===== src/rtl/wpg_pkg.sv =====
package wpg_pkg;

  // register offsets (byte addresses)
  localparam int unsigned OFS_CTRL   = 32'h00;
  localparam int unsigned OFS_UNLK_A = 32'h18;
  localparam int unsigned OFS_UNLK_B = 32'h1c;
  localparam int unsigned OFS_STAT   = 32'h2c;

  // key words, in the order they must arrive
  localparam int unsigned KEY_FIRST  = 32'h7123;
  localparam int unsigned KEY_SECOND = 32'h812a;
  localparam int unsigned KEY_THIRD  = 32'hbee1;

  typedef enum logic [1:0] {
    KS_IDLE  = 2'd0,
    KS_ONE   = 2'd1,
    KS_TWO   = 2'd2,
    KS_ARMED = 2'd3
  } key_st_e;

endpackage


===== src/rtl/wpg_rst_sync.sv =====
module wpg_rst_sync #(
  parameter int unsigned STAGES = 2
) (
  input  logic clk,
  input  logic rst_n,
  output logic rst_sync_n
);
  logic [STAGES-1:0] chain_q;

  always_ff @(posedge clk or negedge rst_n) begin
    if (!rst_n) chain_q <= '0;
    else        chain_q <= {chain_q[STAGES-2:0], 1'b1};
  end

  assign rst_sync_n = chain_q[STAGES-1];
endmodule


===== src/rtl/wpg_key_fsm.sv =====
module wpg_key_fsm
  import wpg_pkg::*;
#(
  parameter int unsigned DATA_W = 32
) (
  input  logic              clk,
  input  logic              rst_n,
  input  logic              wr_any,
  input  logic              wr_unlk_a,
  input  logic              wr_unlk_b,
  input  logic [DATA_W-1:0] wdata,
  output logic              armed
);
  localparam logic [DATA_W-1:0] K1 = DATA_W'(KEY_FIRST);
  localparam logic [DATA_W-1:0] K2 = DATA_W'(KEY_SECOND);
  localparam logic [DATA_W-1:0] K3 = DATA_W'(KEY_THIRD);

  key_st_e st_q, st_d;

  always_comb begin
    st_d = st_q;
    if (wr_any) begin
      st_d = KS_IDLE;
      unique case (st_q)
        KS_IDLE: if (wr_unlk_a && wdata == K1) st_d = KS_ONE;
        KS_ONE:  if (wr_unlk_b && wdata == K2) st_d = KS_TWO;
        KS_TWO:  if (wr_unlk_a && wdata == K3) st_d = KS_ARMED;
        default: st_d = KS_IDLE;
      endcase
    end
  end

  always_ff @(posedge clk or negedge rst_n) begin
    if (!rst_n)      st_q <= KS_IDLE;
    else if (wr_any) st_q <= st_d;
  end

  assign armed = (st_q == KS_ARMED);
endmodule


===== src/rtl/wpg_ctrl_reg.sv =====
module wpg_ctrl_reg #(
  parameter int unsigned DATA_W   = 32,
  parameter int unsigned PROT_BIT = 1,
  parameter int unsigned ERR_BIT  = 1
) (
  input  logic              clk,
  input  logic              rst_n,
  input  logic              wr_ctrl,
  input  logic              wr_stat,
  input  logic              armed,
  input  logic [DATA_W-1:0] wdata,
  output logic [DATA_W-1:0] ctrl_q,
  output logic              err_q
);
  localparam logic [DATA_W-1:0] PROT_MASK = DATA_W'(1) << PROT_BIT;
  localparam logic [DATA_W-1:0] CTRL_RST  = PROT_MASK;

  logic              prot;
  logic              ctrl_en;
  logic [DATA_W-1:0] ctrl_d;
  logic              err_set, err_clr, err_en, err_d;

  assign prot = ctrl_q[PROT_BIT];

  always_comb begin
    ctrl_en = wr_ctrl && (armed || !prot);
    if (armed) ctrl_d = wdata;
    else       ctrl_d = (wdata & ~PROT_MASK) | (ctrl_q & PROT_MASK);
    err_set = wr_ctrl && !armed && prot;
    err_clr = wr_stat && wdata[ERR_BIT];
    err_en  = err_set || err_clr;
    err_d   = err_set;
  end

  always_ff @(posedge clk or negedge rst_n) begin
    if (!rst_n)       ctrl_q <= CTRL_RST;
    else if (ctrl_en) ctrl_q <= ctrl_d;
  end

  always_ff @(posedge clk or negedge rst_n) begin
    if (!rst_n)      err_q <= 1'b0;
    else if (err_en) err_q <= err_d;
  end
endmodule


===== src/rtl/wp_unlock_gate.sv =====
module wp_unlock_gate
  import wpg_pkg::*;
#(
  parameter int unsigned ADDR_W   = 6,
  parameter int unsigned DATA_W   = 32,
  parameter int unsigned PROT_BIT = 1,
  parameter int unsigned ERR_BIT  = 1
) (
  input  logic              clk,
  input  logic              rst_n,
  input  logic [ADDR_W-1:0] reg_addr,
  input  logic              reg_we,
  input  logic [DATA_W-1:0] reg_wdata,
  output logic [DATA_W-1:0] reg_rdata,
  output logic [DATA_W-1:0] ctrl_out
);
  localparam logic [ADDR_W-1:0] A_CTRL = ADDR_W'(OFS_CTRL);
  localparam logic [ADDR_W-1:0] A_UNA  = ADDR_W'(OFS_UNLK_A);
  localparam logic [ADDR_W-1:0] A_UNB  = ADDR_W'(OFS_UNLK_B);
  localparam logic [ADDR_W-1:0] A_STAT = ADDR_W'(OFS_STAT);

  logic              rst_sync_n;
  logic              wr_ctrl, wr_stat, wr_unlk_a, wr_unlk_b;
  logic              armed;
  logic              err_q;
  logic [DATA_W-1:0] ctrl_q;

  wpg_rst_sync #(.STAGES(2)) i_rst_sync (
    .clk        (clk),
    .rst_n      (rst_n),
    .rst_sync_n (rst_sync_n)
  );

  always_comb begin
    wr_ctrl   = reg_we && (reg_addr == A_CTRL);
    wr_stat   = reg_we && (reg_addr == A_STAT);
    wr_unlk_a = reg_we && (reg_addr == A_UNA);
    wr_unlk_b = reg_we && (reg_addr == A_UNB);
  end

  wpg_key_fsm #(.DATA_W(DATA_W)) i_key_fsm (
    .clk       (clk),
    .rst_n     (rst_sync_n),
    .wr_any    (reg_we),
    .wr_unlk_a (wr_unlk_a),
    .wr_unlk_b (wr_unlk_b),
    .wdata     (reg_wdata),
    .armed     (armed)
  );

  wpg_ctrl_reg #(
    .DATA_W   (DATA_W),
    .PROT_BIT (PROT_BIT),
    .ERR_BIT  (ERR_BIT)
  ) i_ctrl_reg (
    .clk     (clk),
    .rst_n   (rst_sync_n),
    .wr_ctrl (wr_ctrl),
    .wr_stat (wr_stat),
    .armed   (armed),
    .wdata   (reg_wdata),
    .ctrl_q  (ctrl_q),
    .err_q   (err_q)
  );

  always_comb begin
    reg_rdata = '0;
    if (reg_addr == A_CTRL)      reg_rdata = ctrl_q;
    else if (reg_addr == A_STAT) reg_rdata[ERR_BIT] = err_q;
  end

  assign ctrl_out = ctrl_q;
endmodule


===== config.mk =====
export PLATFORM = sky130hd
export DESIGN_NAME = wp_unlock_gate
export DESIGN_NICKNAME = d
export VERILOG_FILES = /design/src/rtl/wpg_pkg.sv /design/src/rtl/wpg_rst_sync.sv /design/src/rtl/wpg_key_fsm.sv /design/src/rtl/wpg_ctrl_reg.sv /design/src/rtl/wp_unlock_gate.sv
export SDC_FILE = /design/constraint.sdc
export NUM_CORES = 1
export LEC_CHECK = 0
export BUFFER_PORTS_ARGS = -buffer_cell sky130_fd_sc_hd__buf_2
export CORE_MARGIN = 2
export CORE_UTILIZATION = 48
export CTS_CLUSTER_SIZE = 28
export DETAILED_ROUTE_END_ITERATION = 8
export PLACE_DENSITY = 0.86
export SLEW_MARGIN = 10
export SYNTH_ARGS = -nofsm -noshare
export SYNTH_HDL_FRONTEND = slang
export SYNTH_SLANG_ARGS = --single-unit

===== constraint.sdc =====
create_clock -name clk -period 2.8 [get_ports clk]
set_input_delay 0.42 -clock clk [delete_from_list [all_inputs] [get_ports clk]]
set_output_delay 0.42 -clock clk [all_outputs]
set_load 0.1 [all_outputs]

== Yosys cells after proc, flatten, opt, wreduce, memory -nomap -nowiden ==
Cells that the tools add are included.

* Flip-flop bits (word level): 37
* Bits in latches: 0
* Memory bits (writable): 0
* ROM bits: 0
* Input bits: 41
* Output and inout bits: 64
* Word-level logic and storage cells: 40
* Memories kept: 0

* $add $sub $neg: 0
* Multipliers: 0
* Div/mod/pow operators: 0
* Magnitude comparators: 0
* Equal/unequal tests: 9
* Shifts and indexed selects: 0
* Muxes and demuxes: 9
* Bitwise logic cells: 1
* Reduce and logical (&&, ||, !) cells: 17

{| class="wikitable"
|+ Operators by type and width
! operator !! count
|-
| 32-bit by 16-bit equality test with 1-bit output, second input constant || 2
|-
| 32-bit by 15-bit equality test with 1-bit output, second input constant || 1
|-
| 32-bit two-way mux || 1
|-
| 32-bit by 2-bit OR with 32-bit output || 1
|-
| 30-bit two-way mux || 1
|-
| 6-bit by 5-bit equality test with 1-bit output, second input constant || 2
|-
| 1-bit logical AND || 11
|-
| 6-bit equality test, second input constant || 1
|-
| 6-bit logical NOT || 1
|-
| 2-bit one-hot mux with 3 select lines || 1
|-
| 2-bit equality test, second input constant || 2
|-
| 1-bit two-way mux || 4
|-
| 2-bit two-way mux || 2
|-
| 2-bit by 1-bit equality test with 1-bit output, second input constant || 1
|-
| 1-bit logical NOT || 2
|-
| 2-bit logical NOT || 1
|-
| 1-bit logical OR || 2
|}

== Depth between registers and ports, before layout ==
* Word-level depth: 5
* Depth in mapped cells: 5
* Mapped depth without buffers: 4

== Modules after synthesis ==
Synthesis repeated with hierarchy kept, for this count alone.

* Cells, all modules: 152
* Area, all modules: 1884.3 sq um

{| class="wikitable"
|+ By module, submodules not included
! module !! instances !! cells each !! area each (sq um)
|-
| wpg_ctrl_reg || 1 || 74 || 1262.5
|-
| wp_unlock_gate || 1 || 46 || 326.6
|-
| wpg_key_fsm || 1 || 29 || 241.5
|-
| wpg_rst_sync || 1 || 3 || 53.8
|}

== Worst setup path after synthesis ==
No wires, ideal clock.

* Path type: input-to-output
* From: input port reg_addr[2]
* To: output port reg_rdata[10]
* Data arrival time: 2.143 ns
* Path slack: 0.237 ns
* Stages: 4
* Path buffers: 1
* Cell sequence: or3_4 -> nor4_4 -> clkbuf_1 -> and2_1

* Cells in the longest elaborated chain, start to end: 2

{| class="wikitable"
|+ Ends and longest elaborated chain
! item !! line !! RTL
|-
| start: declaration || wp_unlock_gate.sv:11 || <nowiki>input logic [ADDR_W-1:0] reg_addr,</nowiki>
|-
| 6-bit logical NOT || wp_unlock_gate.sv:68 || <nowiki>if (reg_addr == A_CTRL) reg_rdata = ctrl_q;</nowiki>
|-
| 30-bit two-way mux || wp_unlock_gate.sv:68 ||
|-
| end: declaration || wp_unlock_gate.sv:14 || <nowiki>output logic [DATA_W-1:0] reg_rdata,</nowiki>
|}

No other way between the ends.

== Worst setup path in the final report ==
* From: input port reg_addr[2]
* To: output port reg_rdata[21]

Same word-level chain as after synthesis.

==> reports/qor.yml <==
pre_cts_slack_ps: 497
power.switching_mw: 0.763
grt_max_degree: 24
post_drt_via_cell_ratio: 5.34
routedWlPerCell_um: 17.1
final_common_cell: "buf_2"
synth_cell_types: 31
powerDensity_nw_per_um2: 553
die_x_um: 67.9
grt_setup_unrepaired: "false"
drtPass1Iterations: 4
cts.clk_slew.worst_paths_ps: 70
synth_area_leaders: "dfrtp_1 (46%), mux2_4 (23%), and2_1 (9.9%), buf_6 (1.7%), and4b_1 (1.5%)"
wl_um: 5270
final_cell_mix: "buf_2 (72), dfrtp_1 (36), buf_12 (33), and2_1 (31), mux2_4 (30)"
leakage_nw: 1.62
fill_cells: 242
cts.repair.resized: 0
clk_latency_ps: 290
clockBufferDepth: 2
cts_root_buf: "clkbuf_8"
cts_buffers: 5
dieArea_um2: 4610
finalMaxSlewViolations: 0
hold_path.class: "reg2async"
netlist.area_leader.share_pct: 46.0
track_usage_pct: 24.1
p_int_mw: 0.967
yosysSeqAreaShare_pct: 47.3
crit_slowest_cell: "or3_4"
syn_inst: 148
drive_gt1_share_pct: 58.7
die_y_um: 67.9
post_cts_buffers: 0
grt_remaining_overflow: 0
worst_slew_pin_slew_ps: 552
vias: 1650
power_mw: 1.73
antennaDiodeCount: 0
comb_power_share_pct: 39.4
start_util_pct: 49.3
core_area_um2: 3970
setup_tns_ps: 0
ys_warn_count: 0
fmax_ghz: 0.436
ios: 105
slew_headroom_pct: 62.7
grt_first_pass_wirelength_um: 8010
syn_avg_cell_area_um2: 13.2
status: "complete, no violations"
sw_frac_of_total_pct: 44.1
cp_cell_sequence: "buf_2 -> or3_4 -> nor4_4 -> buf_4 -> and2_1 -> buf_12"
timing.final.crit_share_pct: 81.8
hold_viol: 0
cp_max_fo: 16
p_clk_share_pct: 23.4
worstSetupStartpointType: "input port"
setup_viol: 0
gp_congestion: 0.854
worstPathArrival_ps: 1870
cap_viol_max_count: 0
cts_sinks: 37
max_stage_delay_ps: 400
netlist_area_um2: 1960
drtIter0Drc: 79
r2r_slack_ps: 1180
syn_nets: 189
yosysTopAreaCell: "dfrtp_1"
grt_pass1_vias: 1707
period_needed_ps: 2290
cts_max_level: 2
drc: 0
dp_hpwl_um: 4260
setup.worst_path.class: "in2out"
finalNetCount: 299
synth-seq-cells: 37
antenna_left: 0
cts_tree: "yes"
worstPathRequired_ps: 2380
portBuffers: 104
antenna_found_initial: 0
row_count: 23
setup_slack_ps: 508
area_growth_pct: 59.9
peakVddDrop_mv: 0.449
critPathCaptureType: "primary output"
seqPwrFrac_pct: 37.2
clock_skew_ps: 4.53
[cell families after synthesis]
| logic type | after synthesis | synth area share [%] |
|---|---|---|
| other | 1 | 0.192 |
| AOI/OAI and AO/OA | 6 | 2.68 |
| DFF | 37 | 47.3 |
| muxes | 32 | 24.2 |
| and+or+nand+nor | 65 | 23.1 |
| buffers and inverters | 7 | 2.49 |
[final timing paths]
kind / from / end / depth (start not counted)
worst max-delay path: reg_addr[2] / reg_rdata[21] / 6
worst min-delay path: i_rst_sync.chain_q[1] / i_ctrl_reg.ctrl_q[28] / 0
worst max register to register: i_ctrl_reg.ctrl_q[1] / i_ctrl_reg.ctrl_q[0] / 4
worst min register to register: i_rst_sync.chain_q[1] / i_ctrl_reg.ctrl_q[28] / 0
max in group asynchronous: i_rst_sync.chain_q[1] / i_ctrl_reg.ctrl_q[11] / 1
min in group clk: i_rst_sync.chain_q[0] / i_rst_sync.chain_q[1] / 0
[through the flow]
step / util [%] / cells / area [µm²] / hold slack, ps
after floorplan: - / 148 / 1960 / 124
after global placement: 76.0 / 300 / 3020 / 208
after detailed placement: 76.0 / 300 / 3020 / 210
after CTS: 78.8 / 309 / 3130 / 242
after global routing: 78.8 / 309 / 3130 / 274
final: 78.8 / 309 / 3130 / 219
[power by group through the flow]
| stage | registers [mW] | clock network, mW | logic, mW |
|---|---|---|---|
| 3_3_place_gp | 0.651 | 0 | 0.672 |
| 6_report | 0.643 | 0.406 | 0.681 |
| 4_1_cts | 0.644 | 0.413 | 0.684 |
| 3_5_place_dp | 0.653 | 0 | 0.682 |
| 2_1_floorplan | 1.08 | 0 | 0.114 |
| 5_1_grt | 0.653 | 0.437 | 0.701 |
[cell type report]
type,instances,area (µm²),share of cell area (%)
multi-input combinational,104,982,31.4
sequential,37,927,29.6
inverter,1,3.75,0.120
clock inverter,1,5.00,0.160
timing repair buffer,109,1050,33.7
clock buffer,7,96.3,3.08
tap,50,62.6,2.00
[registers in the layout (all words and copies together) (netlist names)]
register and cells:
i_ctrl_reg.ctrl_q 32, i_key_fsm.st_q 2, i_rst_sync.chain_q 2, i_ctrl_reg.err_q 1
[critical path, delay by kind of cell]
family	cells	cell delay, ps
buf+inv	3	560
simple gates	3	880
[layer usage]
layer | vias to the layer above | part of all wire (%) | global-route usage (%)
li1 | 754 | - | -
met1 | 818 | 38 | 28.2
met2 | 61 | 54 | 41.5
met3 | 17 | 5.1 | 5.76
met4 | 0 | 2.9 | 11.5
met5 | - | 0 | 0
[synth_stat cells]
cell type,count
a22o_1,2
a32o_1,1
and2_1,31
and3b_1,1
and4b_1,3
buf_6,3
clkbuf_1,3
conb_1,1
dfrtp_1,36
dfstp_2,1
inv_1,1
mux2_2,2
mux2_4,30
nand2_1,5
nand3_1,2
nand3_4,1
nand4_1,3
nand4b_1,2
nor2_1,1
nor2b_1,1
nor3_1,1
nor3b_1,2
nor4_1,4
nor4_4,1
nor4bb_1,3
o2bb2ai_1,1
o31ai_1,1
o32ai_1,1
or3_1,2
or3_4,1
or4_1,1
[what timing repair did]
| action | 4_1_cts | 5_1_grt |
|---|---|---|
| hold buffers | 1 | 0 |
| hold endpoints to repair | 2 | 0 |
| setup endpoints to repair | 0 | 0 |
Power figures use the tool's default switching activity.
